$ cat src/rtl/pgsup_pkg.sv
package pgsup_pkg;

  // Strobes from the control unit that select how the datapath compares.
  typedef struct packed {
    logic ovArmed;     // overvoltage comparison active at all
    logic useAux;      // compare the auxiliary path against the fixed aux limit
    logic usePreLimit; // fixed pre-enable limit participates
    logic useMargin;   // target-plus-margin limit participates
    logic uvArmed;     // undervoltage comparison active
  } supStrobes_t;

endpackage

$ cat src/rtl/pgsup_datapath.sv
module pgsup_datapath
  import pgsup_pkg::*;
#(
  parameter int unsigned CODE_W         = 8,
  parameter int unsigned AUX_TRIP_CODE  = 144,
  parameter int unsigned PRE_TRIP_CODE  = 136,
  parameter int unsigned OV_MARGIN_CODE = 16
) (
  input  logic              clk,
  input  logic              rstN,
  input  supStrobes_t       strobes,
  input  logic [CODE_W-1:0] targetCode,
  input  logic [CODE_W-1:0] auxSense,
  input  logic [CODE_W-1:0] diffSense,
  output logic              ovHit,
  output logic              uvHit
);

  localparam int unsigned EXT_W = CODE_W + 1;
  localparam logic [EXT_W-1:0] AUX_LIMIT = EXT_W'(AUX_TRIP_CODE);
  localparam logic [EXT_W-1:0] PRE_LIMIT = EXT_W'(PRE_TRIP_CODE);
  localparam logic [EXT_W-1:0] MARGIN    = EXT_W'(OV_MARGIN_CODE);

  logic [EXT_W-1:0]  marginLimit;
  logic [EXT_W-1:0]  ovLimit;
  logic [EXT_W-1:0]  senseExt;
  logic [CODE_W-1:0] uvLimit;

  // Target plus margin carries one extra bit so it cannot wrap near full scale.
  assign marginLimit = {1'b0, targetCode} + MARGIN;
  assign uvLimit     = targetCode - (targetCode >> 2);

  always_comb begin
    if (strobes.useAux) begin
      ovLimit  = AUX_LIMIT;
      senseExt = {1'b0, auxSense};
    end else begin
      senseExt = {1'b0, diffSense};
      if (strobes.usePreLimit && strobes.useMargin)
        ovLimit = (marginLimit > PRE_LIMIT) ? marginLimit : PRE_LIMIT;
      else if (strobes.usePreLimit)
        ovLimit = PRE_LIMIT;
      else
        ovLimit = marginLimit;
    end
  end

  always_ff @(posedge clk or negedge rstN) begin
    if (!rstN) begin
      ovHit <= 1'b0;
      uvHit <= 1'b0;
    end else begin
      ovHit <= strobes.ovArmed && (senseExt > ovLimit);
      uvHit <= strobes.uvArmed && (diffSense < uvLimit);
    end
  end

  AST_AUX_LIMIT_RESPECTED: assert property (@(posedge clk) disable iff (!rstN)
    (strobes.ovArmed && strobes.useAux && ({1'b0, auxSense} <= AUX_LIMIT)) |=> !ovHit);

endmodule

$ cat src/rtl/pgsup_control.sv
module pgsup_control
  import pgsup_pkg::*;
(
  input  logic        clk,
  input  logic        rstN,
  input  logic        supplyPartial,
  input  logic        supplyValid,
  input  logic        enableOk,
  input  logic        codeValid,
  input  logic        softStartDone,
  input  logic        ovHit,
  input  logic        uvHit,
  output supStrobes_t strobes,
  output logic        powerGood,
  output logic        ovLatched,
  output logic        shutdownReq
);

  logic enabledNow;
  logic poweredOff;
  logic enableRise;
  logic clearLatch;

  logic enablePrevQ;
  logic enabledQ;
  logic ssDoneQ;
  logic ovLatchQ;
  logic pgQ;

  assign enabledNow = supplyValid && enableOk && codeValid;
  assign poweredOff = !supplyValid && !supplyPartial;
  assign enableRise = enableOk && !enablePrevQ;
  assign clearLatch = poweredOff || enableRise;

  // Phase selection: which limits the datapath applies this cycle.
  always_comb begin
    strobes.ovArmed     = supplyValid || supplyPartial;
    strobes.useAux      = !supplyValid;
    strobes.uvArmed     = enabledNow;
    strobes.usePreLimit = 1'b0;
    strobes.useMargin   = 1'b0;
    if (supplyValid) begin
      if (ovLatchQ) begin
        strobes.useMargin = 1'b1;
      end else if (!enabledNow) begin
        strobes.usePreLimit = 1'b1;
      end else if (!softStartDone) begin
        strobes.usePreLimit = 1'b1;
        strobes.useMargin   = 1'b1;
      end else begin
        strobes.useMargin = 1'b1;
      end
    end
  end

  always_ff @(posedge clk or negedge rstN) begin
    if (!rstN) begin
      enablePrevQ <= 1'b0;
      enabledQ    <= 1'b0;
      ssDoneQ     <= 1'b0;
      ovLatchQ    <= 1'b0;
      pgQ         <= 1'b0;
    end else begin
      enablePrevQ <= enableOk;
      enabledQ    <= enabledNow;
      ssDoneQ     <= softStartDone;
      ovLatchQ    <= ovHit || (ovLatchQ && !clearLatch);
      pgQ         <= enabledQ && ssDoneQ && !uvHit;
    end
  end

  assign powerGood   = pgQ;
  assign ovLatched   = ovLatchQ;
  assign shutdownReq = ovLatchQ;

  AST_PG_BLOCKED_BY_UV: assert property (@(posedge clk) disable iff (!rstN)
    uvHit |=> !pgQ);

  AST_PG_DROPS_ON_DISABLE: assert property (@(posedge clk) disable iff (!rstN)
    !supplyValid |-> ##2 !pgQ);

  AST_TRIP_LATCH_STICKY: assert property (@(posedge clk) disable iff (!rstN)
    (ovLatchQ && supplyValid && enableOk && $past(enableOk)) |=> ovLatchQ);

  AST_NO_TRIP_UNPOWERED: assert property (@(posedge clk) disable iff (!rstN)
    poweredOff |=> !ovHit);

endmodule

$ cat src/rtl/pgood_ov_supervisor.sv
module pgood_ov_supervisor
  import pgsup_pkg::*;
#(
  parameter int unsigned CODE_W         = 8,
  parameter int unsigned AUX_TRIP_CODE  = 144,
  parameter int unsigned PRE_TRIP_CODE  = 136,
  parameter int unsigned OV_MARGIN_CODE = 16
) (
  input  logic              clk,
  input  logic              rstN,
  input  logic              supplyPartial,
  input  logic              supplyValid,
  input  logic              enableOk,
  input  logic              codeValid,
  input  logic              softStartDone,
  input  logic [CODE_W-1:0] targetCode,
  input  logic [CODE_W-1:0] auxSense,
  input  logic [CODE_W-1:0] diffSense,
  output logic              powerGood,
  output logic              ovLatched,
  output logic              shutdownReq
);

  supStrobes_t strobes;
  logic        ovHit;
  logic        uvHit;

  pgsup_control u_control (
    .clk          (clk),
    .rstN         (rstN),
    .supplyPartial(supplyPartial),
    .supplyValid  (supplyValid),
    .enableOk     (enableOk),
    .codeValid    (codeValid),
    .softStartDone(softStartDone),
    .ovHit        (ovHit),
    .uvHit        (uvHit),
    .strobes      (strobes),
    .powerGood    (powerGood),
    .ovLatched    (ovLatched),
    .shutdownReq  (shutdownReq)
  );

  pgsup_datapath #(
    .CODE_W        (CODE_W),
    .AUX_TRIP_CODE (AUX_TRIP_CODE),
    .PRE_TRIP_CODE (PRE_TRIP_CODE),
    .OV_MARGIN_CODE(OV_MARGIN_CODE)
  ) u_datapath (
    .clk       (clk),
    .rstN      (rstN),
    .strobes   (strobes),
    .targetCode(targetCode),
    .auxSense  (auxSense),
    .diffSense (diffSense),
    .ovHit     (ovHit),
    .uvHit     (uvHit)
  );

  AST_SHUTDOWN_FOLLOWS_TRIP: assert property (@(posedge clk) disable iff (!rstN)
    $rose(ovLatched) |-> shutdownReq);

endmodule

$ cat config.mk
export PLATFORM = sky130hd
export DESIGN_NAME = pgood_ov_supervisor
export DESIGN_NICKNAME = d
export VERILOG_FILES = /design/src/rtl/pgsup_pkg.sv /design/src/rtl/pgsup_datapath.sv /design/src/rtl/pgsup_control.sv /design/src/rtl/pgood_ov_supervisor.sv
export SDC_FILE = /design/constraint.sdc
export NUM_CORES = 1
export LEC_CHECK = 0
export BUFFER_PORTS_ARGS = -buffer_cell sky130_fd_sc_hd__buf_2
export CORE_ASPECT_RATIO = 1.25
export CORE_MARGIN = 2
export CORE_UTILIZATION = 47
export DETAILED_ROUTE_END_ITERATION = 8
export MAX_ROUTING_LAYER = met4
export PLACE_DENSITY = 0.77
export SLEW_MARGIN = 10
export SYNTH_ARGS = -nofsm -noshare
export SYNTH_HDL_FRONTEND = slang
export SYNTH_SLANG_ARGS = --single-unit
$ cat constraint.sdc
create_clock -name clk -period 1.98 [get_ports clk]
set_input_delay 0.396 -clock clk [delete_from_list [all_inputs] [get_ports clk]]
set_output_delay 0.396 -clock clk [all_outputs]
set_load 0.05 [all_outputs]
==> flow_summary_export.csv <==
group,metric,value,unit
hold_path,worstHoldPathType,"input port to flop",
hold_path,min_path_cells,2,
route,drc,0,
route,postRouteAntennaNets,0,
route,drt-pass1-iter-count,4,
critical_path,r2r_start,"u_control.ovLatched",
place,place.gp.congestion,0.913,
place,place_hpwl,2850,um
power_and_ir_drop,peakVddDrop,349,uV
global_route,grtUsageTotal,30.0,%
clocking,cts_max_level,1,
logic_synthesis,yosysSeqAreaShare,15.2,%
critical_path,crit_path_end_kind,"flop",
sta,grt_setup_unrepaired,"yes",
sta,period_share,112,%
flow_run,maxCapViolCount,0,
logic_synthesis,synthAdderAreaFrac,26.7,%
die,core-area,0.00238,mm^2
power_and_ir_drop,p_per_area,505,mW/mm^2
die,pin_count,34,
sta,skew,0.0000876,ns
logic_synthesis,synth.area.top_cells,"ha_1 (25%), dfrtp_1 (15%), mux2_2 (6.8%)",
logic_synthesis,mappedNetlistArea,0.00115,mm^2
critical_path,cp_max_fo,5,
die,die_h,59.3,um
final_layout,diodes,0,
final_layout,final_common_cell,"buf_4",
critical_path,startpoint,"targetCode[4]",
die,dieArea,0.00286,mm^2
route,first_iter_violations,51,
global_route,grt_antenna_before_repair,0,
final_layout,syn_to_final_growth,67.3,%
global_route,grt.overflow.total,0,
logic_synthesis,muxShareOfSynthArea,8.59,%
critical_path,worstPathArrival,2.35,ns
critical_path,crit_required,2.12,ns
critical_path,rr_worst_depth,7,
clocking,cts-buffers-inserted,3,
power_and_ir_drop,p_leak,0.924,nW
logic_synthesis,synth_top_area_share,25.0,%
clocking,clkTransAtPathRegs,0.05,ns
final_layout,nets,264,
sta,setup_viol,2,
place,post_dp_cell_area,0.00171,mm^2
logic_synthesis,syn_nets,189,
sta,worst_slew_margin_rel,77.9,%
logic_synthesis,synth_cells,134,
critical_path,ff2ff_setup_slack,-0.11,ns
die,row_count,20,
logic_synthesis,synth_xor_area_share,4.57,%
critical_path,crit_type,"input port to flop",
sta,worst_slack,-0.236,ns
clocking,cts_tree,"done",
global_route,grt_pass1_wl,5930,um
logic_synthesis,synth.distinct_cells,39,
outcome,failed_checks,"negative setup slack",
clocking,clock_latency,0.25,ns
logic_synthesis,avgSynthCellArea,8.59,um^2
die,start_util,48.4,%
die,die_w,48.3,um
hold_path,min_to,"u_control.ssDoneQ",
critical_path,r2r-end,"u_datapath.ovHit",
critical_path,worstSetupStartpointType,"input port",
global_route,grt_max_degree,9,
hold_path,hp-start,"softStartDone",
place,io_buffers,33,
route,vias,1379,
final_layout,final_cell_mix,"buf_4 (38), buf_2 (27), ha_1 (17)",
logic_synthesis,synth_compound_area_share,21.1,%
logic_synthesis,ys_warn_count,0,
route,wirelength,3780,um
logic_synthesis,synth-seq-cells,7,
logic_synthesis,synth_top_family_by_area,"adder cells",
clocking,clock-sinks,7,
global_route,grt_pass1_vias,1453,
sta,worst_pin_slew,0.331,ns
logic_synthesis,synth_top_area_cell,"ha_1",
sta,finalHoldViolCount,0,
outcome,status,"finished with violations",
route,viasPerCell,5.72,
final_layout,layout-drive-gt1-share,52.4,%
sta,holdWs,0.376,ns
logic_synthesis,yosys.area_share.simple,17.1,%
sta,fmax,0.451,GHz
clocking,cts_root_buf,"clkbuf_4",
power_and_ir_drop,p_total,0.972,mW
clocking,clk_path_buf_depth,2,
sta,slew_viol_final,0,
sta,fin_crit,2.22,ns
route,routedWlPerCell,15.7,um
final_layout,fill_cells,161,
final_layout,fin_area,0.00193,mm^2
-- cell usage after synthesis, drive strengths merged --
library cell / count
a211o: 1
a211oi: 1
a21oi: 13
and3: 2
and4: 1
and4b: 1
buf: 4
clkbuf: 1
dfrtp: 7
fa: 1
ha: 23
inv: 12
mux2: 7
mux2i: 2
nand2: 8
nand2b: 2
nand3: 3
nand3b: 1
nand4: 2
nor2: 3
nor2b: 3
nor3: 2
nor3b: 2
nor4: 1
nor4b: 1
o211a: 1
o211ai: 7
o21a: 6
o21ai: 3
o221ai: 2
o22ai: 1
o31ai: 2
or2: 1
or3: 1
xnor2: 5
xor2: 1
-- through the flow --
step           worst slack (ns)  TNS, ns  utilization (%)  cells
6_report                 -0.236   -0.457             81.0    241
5_1_grt                  -0.340   -0.673             81.0    241
4_1_cts                  -0.242   -0.370             79.1    240
3_5_place_dp             -0.648    -1.17             71.8    231
3_3_place_gp             -0.575    -1.03             71.8    231
2_1_floorplan            -0.330   -0.509                -    134
-- critical path: stages --
cell and delay (ns):
buf_6 0.12, ha_4 0.16, and3_4 0.16, or3_4 0.37
o211ai_1 0.25, ha_1 0.28, nor2b_1 0.14, o31ai_2 0.20
a21oi_1 0.11, o21a_1 0.17
-- routing by layer --
metal  routed length [um]  GRT usage (%)  share of wire, %  vias to the layer above
met5                    0              -                 0                        -
met3                  201           2.13               5.3                       20
met4                  184           22.8               4.9                        0
met1                 1300           29.3                34                      638
li1                     -              -                 -                      644
met2                 2090           51.5                55                       77
-- power breakdown --
group	switching, mW	internal, mW
Combinational	0.348	0.328
Sequential	0.00643	0.162
Clock	0.0505	0.0768
Total	0.405	0.567
-- cell type report --
class	count	area, um^2	share of cell area, %
multi-input cells	110	1050	54.5
repair buffers	75	562	29.2
flip-flops and latches	7	176	9.16
inverters	12	70.1	3.64
well taps	33	41.3	2.14
clock buffers	4	26.3	1.36
-- sequential cells by signal (all words and copies together), names as in the netlist --
register	flops
u_control.ssDoneQ	1
u_datapath.uvHit	1
u_datapath.ovHit	1
u_control.enabledQ	1
u_control.powerGood	1
u_control.enablePrevQ	1
u_control.ovLatched	1
-- repair_timing --
item / CTS / global route
hold buffers: 1 / 0
buffers inserted: 4 / 1
resized for setup: 24 / 11
endpoints found under the hold margin: 7 / 0
gates cloned: 0 / 0
pin swaps: 25 / 13
setup endpoints to repair: 2 / 2
-- kinds of logic after synthesis --
| group | Yosys count |
|---|---|
| AO/OA/AOI/OAI | 37 |
| XOR/XNOR | 6 |
| buffers and inverters | 17 |
| adder cells (fa/ha/maj) | 24 |
| multiplexers | 9 |
| flip-flops | 7 |
| AND/OR/NAND/NOR | 34 |
-- worst max path at each step --
stage / to / slack, ns
after floorplan: u_datapath.ovHit / -0.33
after detailed placement: u_datapath.ovHit / -0.65
final: u_datapath.ovHit / -0.24
after global placement: u_datapath.ovHit / -0.58
after global routing: u_datapath.ovHit / -0.34
after CTS: u_datapath.ovHit / -0.24
Note: power is estimated with default switching activity, not from simulation.
